===== config.mk =====
export PLATFORM = sky130hd
export DESIGN_NAME = hb6_spwm_gen
export DESIGN_NICKNAME = d
export VERILOG_FILES = /design/src/rtl/hb6_pkg.sv /design/src/rtl/hb6_carrier.sv /design/src/rtl/hb6_targets.sv /design/src/rtl/hb6_deadband.sv /design/src/rtl/hb6_spwm_gen.sv
export SDC_FILE = /design/constraint.sdc
export NUM_CORES = 1
export LEC_CHECK = 0
export ABC_AREA = 1
export BUFFER_PORTS_ARGS = -buffer_cell sky130_fd_sc_hd__buf_4
export CAP_MARGIN = 20
export CELL_PAD_IN_SITES_DETAIL_PLACEMENT = 0
export CELL_PAD_IN_SITES_GLOBAL_PLACEMENT = 1
export CORE_UTILIZATION = 35
export DETAILED_ROUTE_END_ITERATION = 16
export PLACE_DENSITY = 0.79
export SYNTH_ARGS = -nofsm -noshare
export SYNTH_HDL_FRONTEND = slang
export SYNTH_HIERARCHICAL = 1
export SYNTH_SLANG_ARGS = --single-unit

===== constraint.sdc =====
create_clock -name clk -period 5.65 [get_ports clk]
set_input_delay 0.565 -clock clk [delete_from_list [all_inputs] [get_ports clk]]
set_output_delay 0.565 -clock clk [all_outputs]
set_load 0.02 [all_outputs]

===== src/rtl/hb6_pkg.sv =====
package hb6_pkg;

    typedef enum logic [1:0] {
        PH_PRIME,
        PH_SETTLE,
        PH_DRIVE
    } phase_t;

    typedef enum logic [1:0] {
        DB_OFF,
        DB_LOW,
        DB_HIGH,
        DB_GAP
    } db_state_t;

endpackage


===== src/rtl/hb6_carrier.sv =====
module hb6_carrier #(
    parameter int CNT_W = 12
) (
    input  logic             clk,
    input  logic             rst,
    input  logic [CNT_W-1:0] carrier_top,
    output logic [CNT_W-1:0] count,
    output logic             peak
);
    logic rising_q;

    always_ff @(posedge clk) begin
        if (rst) begin
            count    <= '0;
            rising_q <= 1'b1;
        end else if (rising_q) begin
            if (count >= carrier_top) begin
                rising_q <= 1'b0;
                count    <= count - 1'b1;
            end else begin
                count    <= count + 1'b1;
            end
        end else begin
            if (count == '0) begin
                rising_q <= 1'b1;
                count    <= count + 1'b1;
            end else begin
                count    <= count - 1'b1;
            end
        end
    end

    assign peak = rising_q && (count >= carrier_top) && !rst;
endmodule


===== src/rtl/hb6_targets.sv =====
module hb6_targets #(
    parameter int CNT_W = 12,
    parameter int REF_W = 16
) (
    input  logic                    clk,
    input  logic                    rst,
    input  logic                    peak,
    input  logic signed [REF_W-1:0] ref_sample,
    input  logic [CNT_W-1:0]        carrier_top,
    input  logic [CNT_W-1:0]        count,
    input  logic                    dbl_mode,
    output logic                    want_a,
    output logic                    want_b,
    output logic                    pol_neg
);
    localparam int MW = (REF_W + 1 > CNT_W) ? REF_W + 1 : CNT_W;
    localparam int SW = CNT_W + 3;

    logic                   dbl_q;
    logic [CNT_W-1:0]       mag_q;
    logic signed [REF_W:0]  ref_ext;
    logic [MW-1:0]          abs_w;
    logic [MW-1:0]          top_w;
    logic [CNT_W-1:0]       mag_next;

    always_comb begin
        ref_ext  = (REF_W + 1)'(ref_sample);
        abs_w    = ref_ext[REF_W] ? MW'(-ref_ext) : MW'(ref_ext);
        top_w    = MW'(carrier_top);
        mag_next = (abs_w > top_w) ? carrier_top : abs_w[CNT_W-1:0];
    end

    always_ff @(posedge clk) begin
        if (rst) begin
            pol_neg <= 1'b0;
            mag_q   <= '0;
            dbl_q   <= 1'b0;
        end else if (peak) begin
            pol_neg <= ref_sample[REF_W-1];
            mag_q   <= mag_next;
            dbl_q   <= dbl_mode;
        end
    end

    logic signed [SW-1:0] s_ref, twice_cnt, top_s, xa, xb;
    logic                 uni_pwm;

    always_comb begin
        top_s     = $signed({3'b000, carrier_top});
        s_ref     = pol_neg ? -$signed({3'b000, mag_q}) : $signed({3'b000, mag_q});
        twice_cnt = $signed({2'b00, count, 1'b0});
        xa        = (s_ref <<< 1) + top_s;
        xb        = top_s - (s_ref <<< 1);
        uni_pwm   = (mag_q >= carrier_top) || (mag_q > count);
        if (dbl_q) begin
            want_a = xa > twice_cnt;
            want_b = xb > twice_cnt;
        end else begin
            want_a = !pol_neg;
            want_b = pol_neg ? uni_pwm : !uni_pwm;
        end
    end
endmodule


===== src/rtl/hb6_deadband.sv =====
module hb6_deadband
    import hb6_pkg::*;
#(
    parameter int DT_W = 8
) (
    input  logic            clk,
    input  logic            rst,
    input  logic            hold,
    input  logic            want_hi,
    input  logic [DT_W-1:0] dead,
    output logic            out_hi,
    output logic            out_lo
);
    db_state_t       state_q, state_d;
    logic [DT_W-1:0] gap_q;

    always_ff @(posedge clk) begin
        if (rst) state_q <= DB_OFF;
        else     state_q <= state_d;
    end

    always_comb begin
        state_d = state_q;
        unique case (state_q)
            DB_OFF:  if (!hold) state_d = want_hi ? DB_HIGH : DB_LOW;
            DB_LOW:  if (hold) state_d = DB_OFF;
                     else if (want_hi) state_d = DB_GAP;
            DB_HIGH: if (hold) state_d = DB_OFF;
                     else if (!want_hi) state_d = DB_GAP;
            DB_GAP:  if (hold) state_d = DB_OFF;
                     else if (gap_q <= DT_W'(1)) state_d = want_hi ? DB_HIGH : DB_LOW;
        endcase
    end

    always_ff @(posedge clk) begin
        if (rst)                                      gap_q <= '0;
        else if (state_q != DB_GAP && state_d == DB_GAP) gap_q <= dead;
        else if (state_q == DB_GAP && gap_q != '0)   gap_q <= gap_q - 1'b1;
    end

    always_comb begin
        out_hi = (state_q == DB_HIGH);
        out_lo = (state_q == DB_LOW);
    end
endmodule


===== src/rtl/hb6_spwm_gen.sv =====
module hb6_spwm_gen
    import hb6_pkg::*;
#(
    parameter int CNT_W = 12,
    parameter int REF_W = 16,
    parameter int DT_W  = 8
) (
    input  logic                    clk,
    input  logic                    rst,
    input  logic signed [REF_W-1:0] ref_sample,
    input  logic [CNT_W-1:0]        carrier_top,
    input  logic                    dbl_mode,
    input  logic [DT_W-1:0]         dead_cycles,
    output logic [5:0]              gate_on,
    output logic                    peak_strobe
);
    localparam int NUM_LEGS = 2;

    phase_t               phase_q, phase_d;
    logic                 hold, pol_neg;
    logic [CNT_W-1:0]     count;
    logic [NUM_LEGS-1:0]  want, leg_hi, leg_lo;

    hb6_carrier #(.CNT_W(CNT_W)) u_carrier (
        .clk(clk), .rst(rst), .carrier_top(carrier_top),
        .count(count), .peak(peak_strobe)
    );

    hb6_targets #(.CNT_W(CNT_W), .REF_W(REF_W)) u_targets (
        .clk(clk), .rst(rst), .peak(peak_strobe), .ref_sample(ref_sample),
        .carrier_top(carrier_top), .count(count), .dbl_mode(dbl_mode),
        .want_a(want[0]), .want_b(want[1]), .pol_neg(pol_neg)
    );

    always_ff @(posedge clk) begin
        if (rst) phase_q <= PH_PRIME;
        else     phase_q <= phase_d;
    end

    always_comb begin
        phase_d = phase_q;
        unique case (phase_q)
            PH_PRIME:  if (peak_strobe) phase_d = PH_SETTLE;
            PH_SETTLE: if (peak_strobe) phase_d = PH_DRIVE;
            PH_DRIVE:  phase_d = PH_DRIVE;
        endcase
    end

    always_comb hold = (phase_q != PH_DRIVE);

    for (genvar g = 0; g < NUM_LEGS; g++) begin : g_leg
        hb6_deadband #(.DT_W(DT_W)) u_db (
            .clk(clk), .rst(rst), .hold(hold), .want_hi(want[g]),
            .dead(dead_cycles), .out_hi(leg_hi[g]), .out_lo(leg_lo[g])
        );
    end

    always_comb begin
        gate_on[0] = leg_hi[0];
        gate_on[1] = leg_lo[0];
        gate_on[2] = leg_hi[1];
        gate_on[3] = leg_lo[1];
        gate_on[4] = pol_neg ? leg_lo[0] : leg_lo[1];
        gate_on[5] = pol_neg ? leg_hi[1] : leg_hi[0];
    end
endmodule


==> flow_summary_export.csv <==
group,metric,value,unit
outcome,outcome,"complete, but fails checks",
outcome,violations,"DRC",
global_routing,grt.total_usage,0.179,
setup_path,cp.arrival,4930,ps
die,die_x,143,microns
setup_path,path_max_fanout,15,
setup_path,worstSetupPathType,"reg2reg",
setup_path,critical_path.endpoint,"g_leg[1].u_db/gap_q[3]$_SDFFE_PP0P_",
global_routing,top_usage_layer,"met2",
global_routing,use_met1,0.249,
power,leakagePower,0.00389,uW
layout,final_nets,1243,
clock_tree,clock_path_buffers,2,
timing,relSlewSlack,0.595,
routing,vias,6422,
synthesis,synth_warnings,6,
clock_tree,cts_setup_buffers,0,
timing,rsz0062_at_grt,"false",
global_routing,use_met3,0.0124,
routing,firstDrtPassIters,12,
placement,io_buffers,45,
timing,tightest_slew,606,ps
die,die_h,143,microns
timing,layout_setup_ws,890,ps
setup_path,start_kind,"flip-flop",
routing,antenna_left,0,
synthesis,postSynthAreaPerCell,6.50,sq um
global_routing,gr-total-overflow,0,
synthesis,syn_nets,1214,
routing,wire_per_inst,12.9,microns
timing,max_freq,0.210,GHz
setup_path,rrSetupSlack,890,ps
timing,finalHoldViolCount,0,
timing,period_minus_slack,4760,ps
die,start_util,0.356,
synthesis,ys_seq_elements,49,
global_routing,antenna_found_initial,0,
setup_path,critPathCaptureType,"flip-flop",
synthesis,postSynthCellCount,1063,
routing,viasPerCell,4.73,
clock_tree,ctsResizeCount,0,
timing,min_period_over_period,0.842,
placement,place_hpwl,14.5,mm
flow_run,drv_cap,0,
setup_path,cp.required,5820,ps
clock_tree,cts_hold_buf,0,
synthesis,syn-cell-area,6910,sq um
layout,antennaDiodeCount,0,
synthesis,synth-edff-count,0,
layout,syn_to_final_growth,10.1,%
layout,layout-drive-gt1-share,0.128,
setup_path,rr_endpoint,"g_leg[1].u_db/gap_q[3]$_SDFFE_PP0P_",
synthesis,synth_cell_type_count,48,
synthesis,yosysSeqAreaShare,0.142,
global_routing,grt_start_max_net_pins,41,
timing,maxSlewViolCount,0,
clock_tree,cts_inserted_buffers,5,
timing,setup_viol,0,
setup_path,worst_r2r_startpoint,"u_targets/pol_neg$_SDFFE_PP0P_",
placement,dpl_worst_slack,867,ps
setup_path,crit_path_start,"u_targets/pol_neg$_SDFFE_PP0P_",
global_routing,met2_usage,0.304,
die,die_area,20300,sq um
global_routing,grt_pass1_vias,5954,
clock_tree,clock-sinks,49,
routing,drt-total-wl,17.5,mm
clock_tree,clk_pin_slew,80,ps
setup_path,r2r_cells,27,
clock_tree,htreeDepth,2,
power,vdd_ir_drop_max,0.157,mV
synthesis,ys.flop_type,"dfxtp_1",
die,io_pins,46,
timing,setup_tns,0,ps
clock_tree,cts_tree,"done",
synthesis,async_flop_share,0,
placement,place.gp.congestion,0.829,
timing,finClkSkew,12.0,ps
clock_tree,clk_latency,300,ps
die,coreArea,19400,sq um
hold_path,min_path_type,"reg2reg",
routing,initialDrtViolationCount,268,
clock_tree,cts_root_buf,"clkbuf_16",
routing,drcViolationCount,1,
die,num_rows,51,
power,cellPowerDensity,320,nW/um^2
global_routing,grt_pass1_wl,29.2,mm
[area by class of cell]
type                       instances  area, sq um
tap                              265          332
fill                            2169        11800
inverter                         191          724
sequential                        49          981
clock buffer                       5          125
clock inverter                     3         25.0
multi-input combinational        799         5080
timing repair buffer              46          345
[sequential cells by signal, indices dropped and copies added, names as in the netlist]
name / flops
u_targets/pol_neg: 1
u_targets/mag_q: 12
u_carrier/count: 12
g_leg.u_db/state_q: 4
phase_q: 2
u_targets/dbl_q: 1
u_carrier/rising_q: 1
g_leg.u_db/gap_q: 16
[layout by cell type, fill, tap and decap left out, types with 3 or more instances in the layout]
cell and count:
a31oi_1 3, nor3_1 7, inv_1 179, inv_2 11, a21oi_1 89, xnor2_1 5
nor2_1 91, a21o_1 4, buf_4 46, ha_1 110, nand3b_1 3, nand2_1 209
a21oi_2 5, nand3_2 5, nand4_1 8, nor2_4 5, dfxtp_1 49, o211ai_1 4
a211oi_1 3, or2_2 5, clkbuf_16 5, o21ai_0 30, nand2_2 14, nand3_1 81
nand2_4 4, o21bai_1 4, xor2_1 64, o21ai_2 5, nor2_2 21
[routing by layer]
metal  vias to the layer above  wire [microns]
li1                       3445               -
met1                      2886            9040
met2                        87            7950
met3                         4             423
met4                         0              78
met5                         -               0
[cell usage after synthesis (3+ instances only)]
cell	n	share of area
nand2_1	209	0.11
inv_1	179	0.097
ha_1	110	0.20
nor2_1	91	0.049
a21oi_1	89	0.064
nand3_1	81	0.059
xor2_1	64	0.081
dfxtp_1	49	0.14
o21ai_0	30	0.022
nor2_2	21	0.019
nand2_2	14	0.013
inv_2	11	0.0060
clkbuf_1	10	0.0054
nand4_1	8	0.0072
nor3_1	7	0.0051
buf_2	6	0.0043
a21oi_2	5	0.0063
nand3_2	5	0.0072
nor2_4	5	0.0081
o21ai_2	5	0.0063
or2_2	5	0.0045
xnor2_1	5	0.0063
a211oi_1	4	0.0043
a21o_1	4	0.0043
buf_6	4	0.0065
nand2_4	4	0.0065
o211ai_1	4	0.0043
o21bai_1	4	0.0043
a31oi_1	3	0.0027
nand3b_1	3	0.0033
[metrics by stage]
step / util / instance area [sq um] / power, uW / cells / hold slack, ps
2_1_floorplan: - / 6910 / 1760 / 1063 / 461
3_3_place_gp: 0.385 / 7460 / 2100 / 1350 / 473
3_5_place_dp: 0.385 / 7460 / 2120 / 1350 / 478
4_1_cts: 0.392 / 7610 / 2450 / 1358 / 489
5_1_grt: 0.392 / 7610 / 2700 / 1358 / 515
6_report: 0.392 / 7610 / 2440 / 1358 / 487
[where the power goes]
| group | total [uW] | switching, uW | internal (uW) |
|---|---|---|---|
| sequential | 532 | 128 | 404 |
| combinational | 1590 | 977 | 615 |
| clock | 314 | 147 | 167 |
| total | 2440 | 1250 | 1190 |
[cell families after synthesis]
group	count (synthesis)	synth area share
AO/OA/AOI/OAI	155	0.127
XOR/XNOR	69	0.0874
adder cells (fa/ha/maj)	112	0.205
buffers and inverters	215	0.124
flip-flops	49	0.142
multiplexers	2	0.00326
AND/OR/NAND/NOR	461	0.312
[critical path, cell delays in order, from the launching register on]
cell      delay [ps]
dfxtp_1          670
inv_1            260
or2_2            360
xor2_1           170
ha_1             420
inv_1            100
a21oi_1          130
o21ai_0          110
a21oi_1          280
o21ai_2          100
xor2_1           150
ha_1             290
nand2_1           90
nor2_1            50
a211oi_1         170
a21oi_1          100
o22ai_1          150
o211ai_1         120
nand2_1           70
nand2_1           60
inv_1             80
nor2_1            50
nand2_2           90
nand3_2           80
nor2_2           250
nand2_1          100
nand2_1           90
a21oi_2           50
[how the worst min path moves through the flow]
stage,startpoint,to,slack (ps),depth (start not counted)
floorplan,g_leg[0].u_db/gap_q[6]$_SDFFE_PP0P_,g_leg[0].u_db/gap_q[6]$_SDFFE_PP0P_,460,2
global placement,g_leg[0].u_db/gap_q[7]$_SDFFE_PP0P_,g_leg[0].u_db/gap_q[7]$_SDFFE_PP0P_,470,2
detailed placement,g_leg[0].u_db/gap_q[6]$_SDFFE_PP0P_,g_leg[0].u_db/gap_q[6]$_SDFFE_PP0P_,480,2
CTS,g_leg[0].u_db/gap_q[6]$_SDFFE_PP0P_,g_leg[0].u_db/gap_q[6]$_SDFFE_PP0P_,490,2
global route,g_leg[0].u_db/gap_q[6]$_SDFFE_PP0P_,g_leg[0].u_db/gap_q[6]$_SDFFE_PP0P_,510,2
finish,g_leg[0].u_db/gap_q[6]$_SDFFE_PP0P_,g_leg[0].u_db/gap_q[6]$_SDFFE_PP0P_,490,2
(Power assumes the default switching activity.)
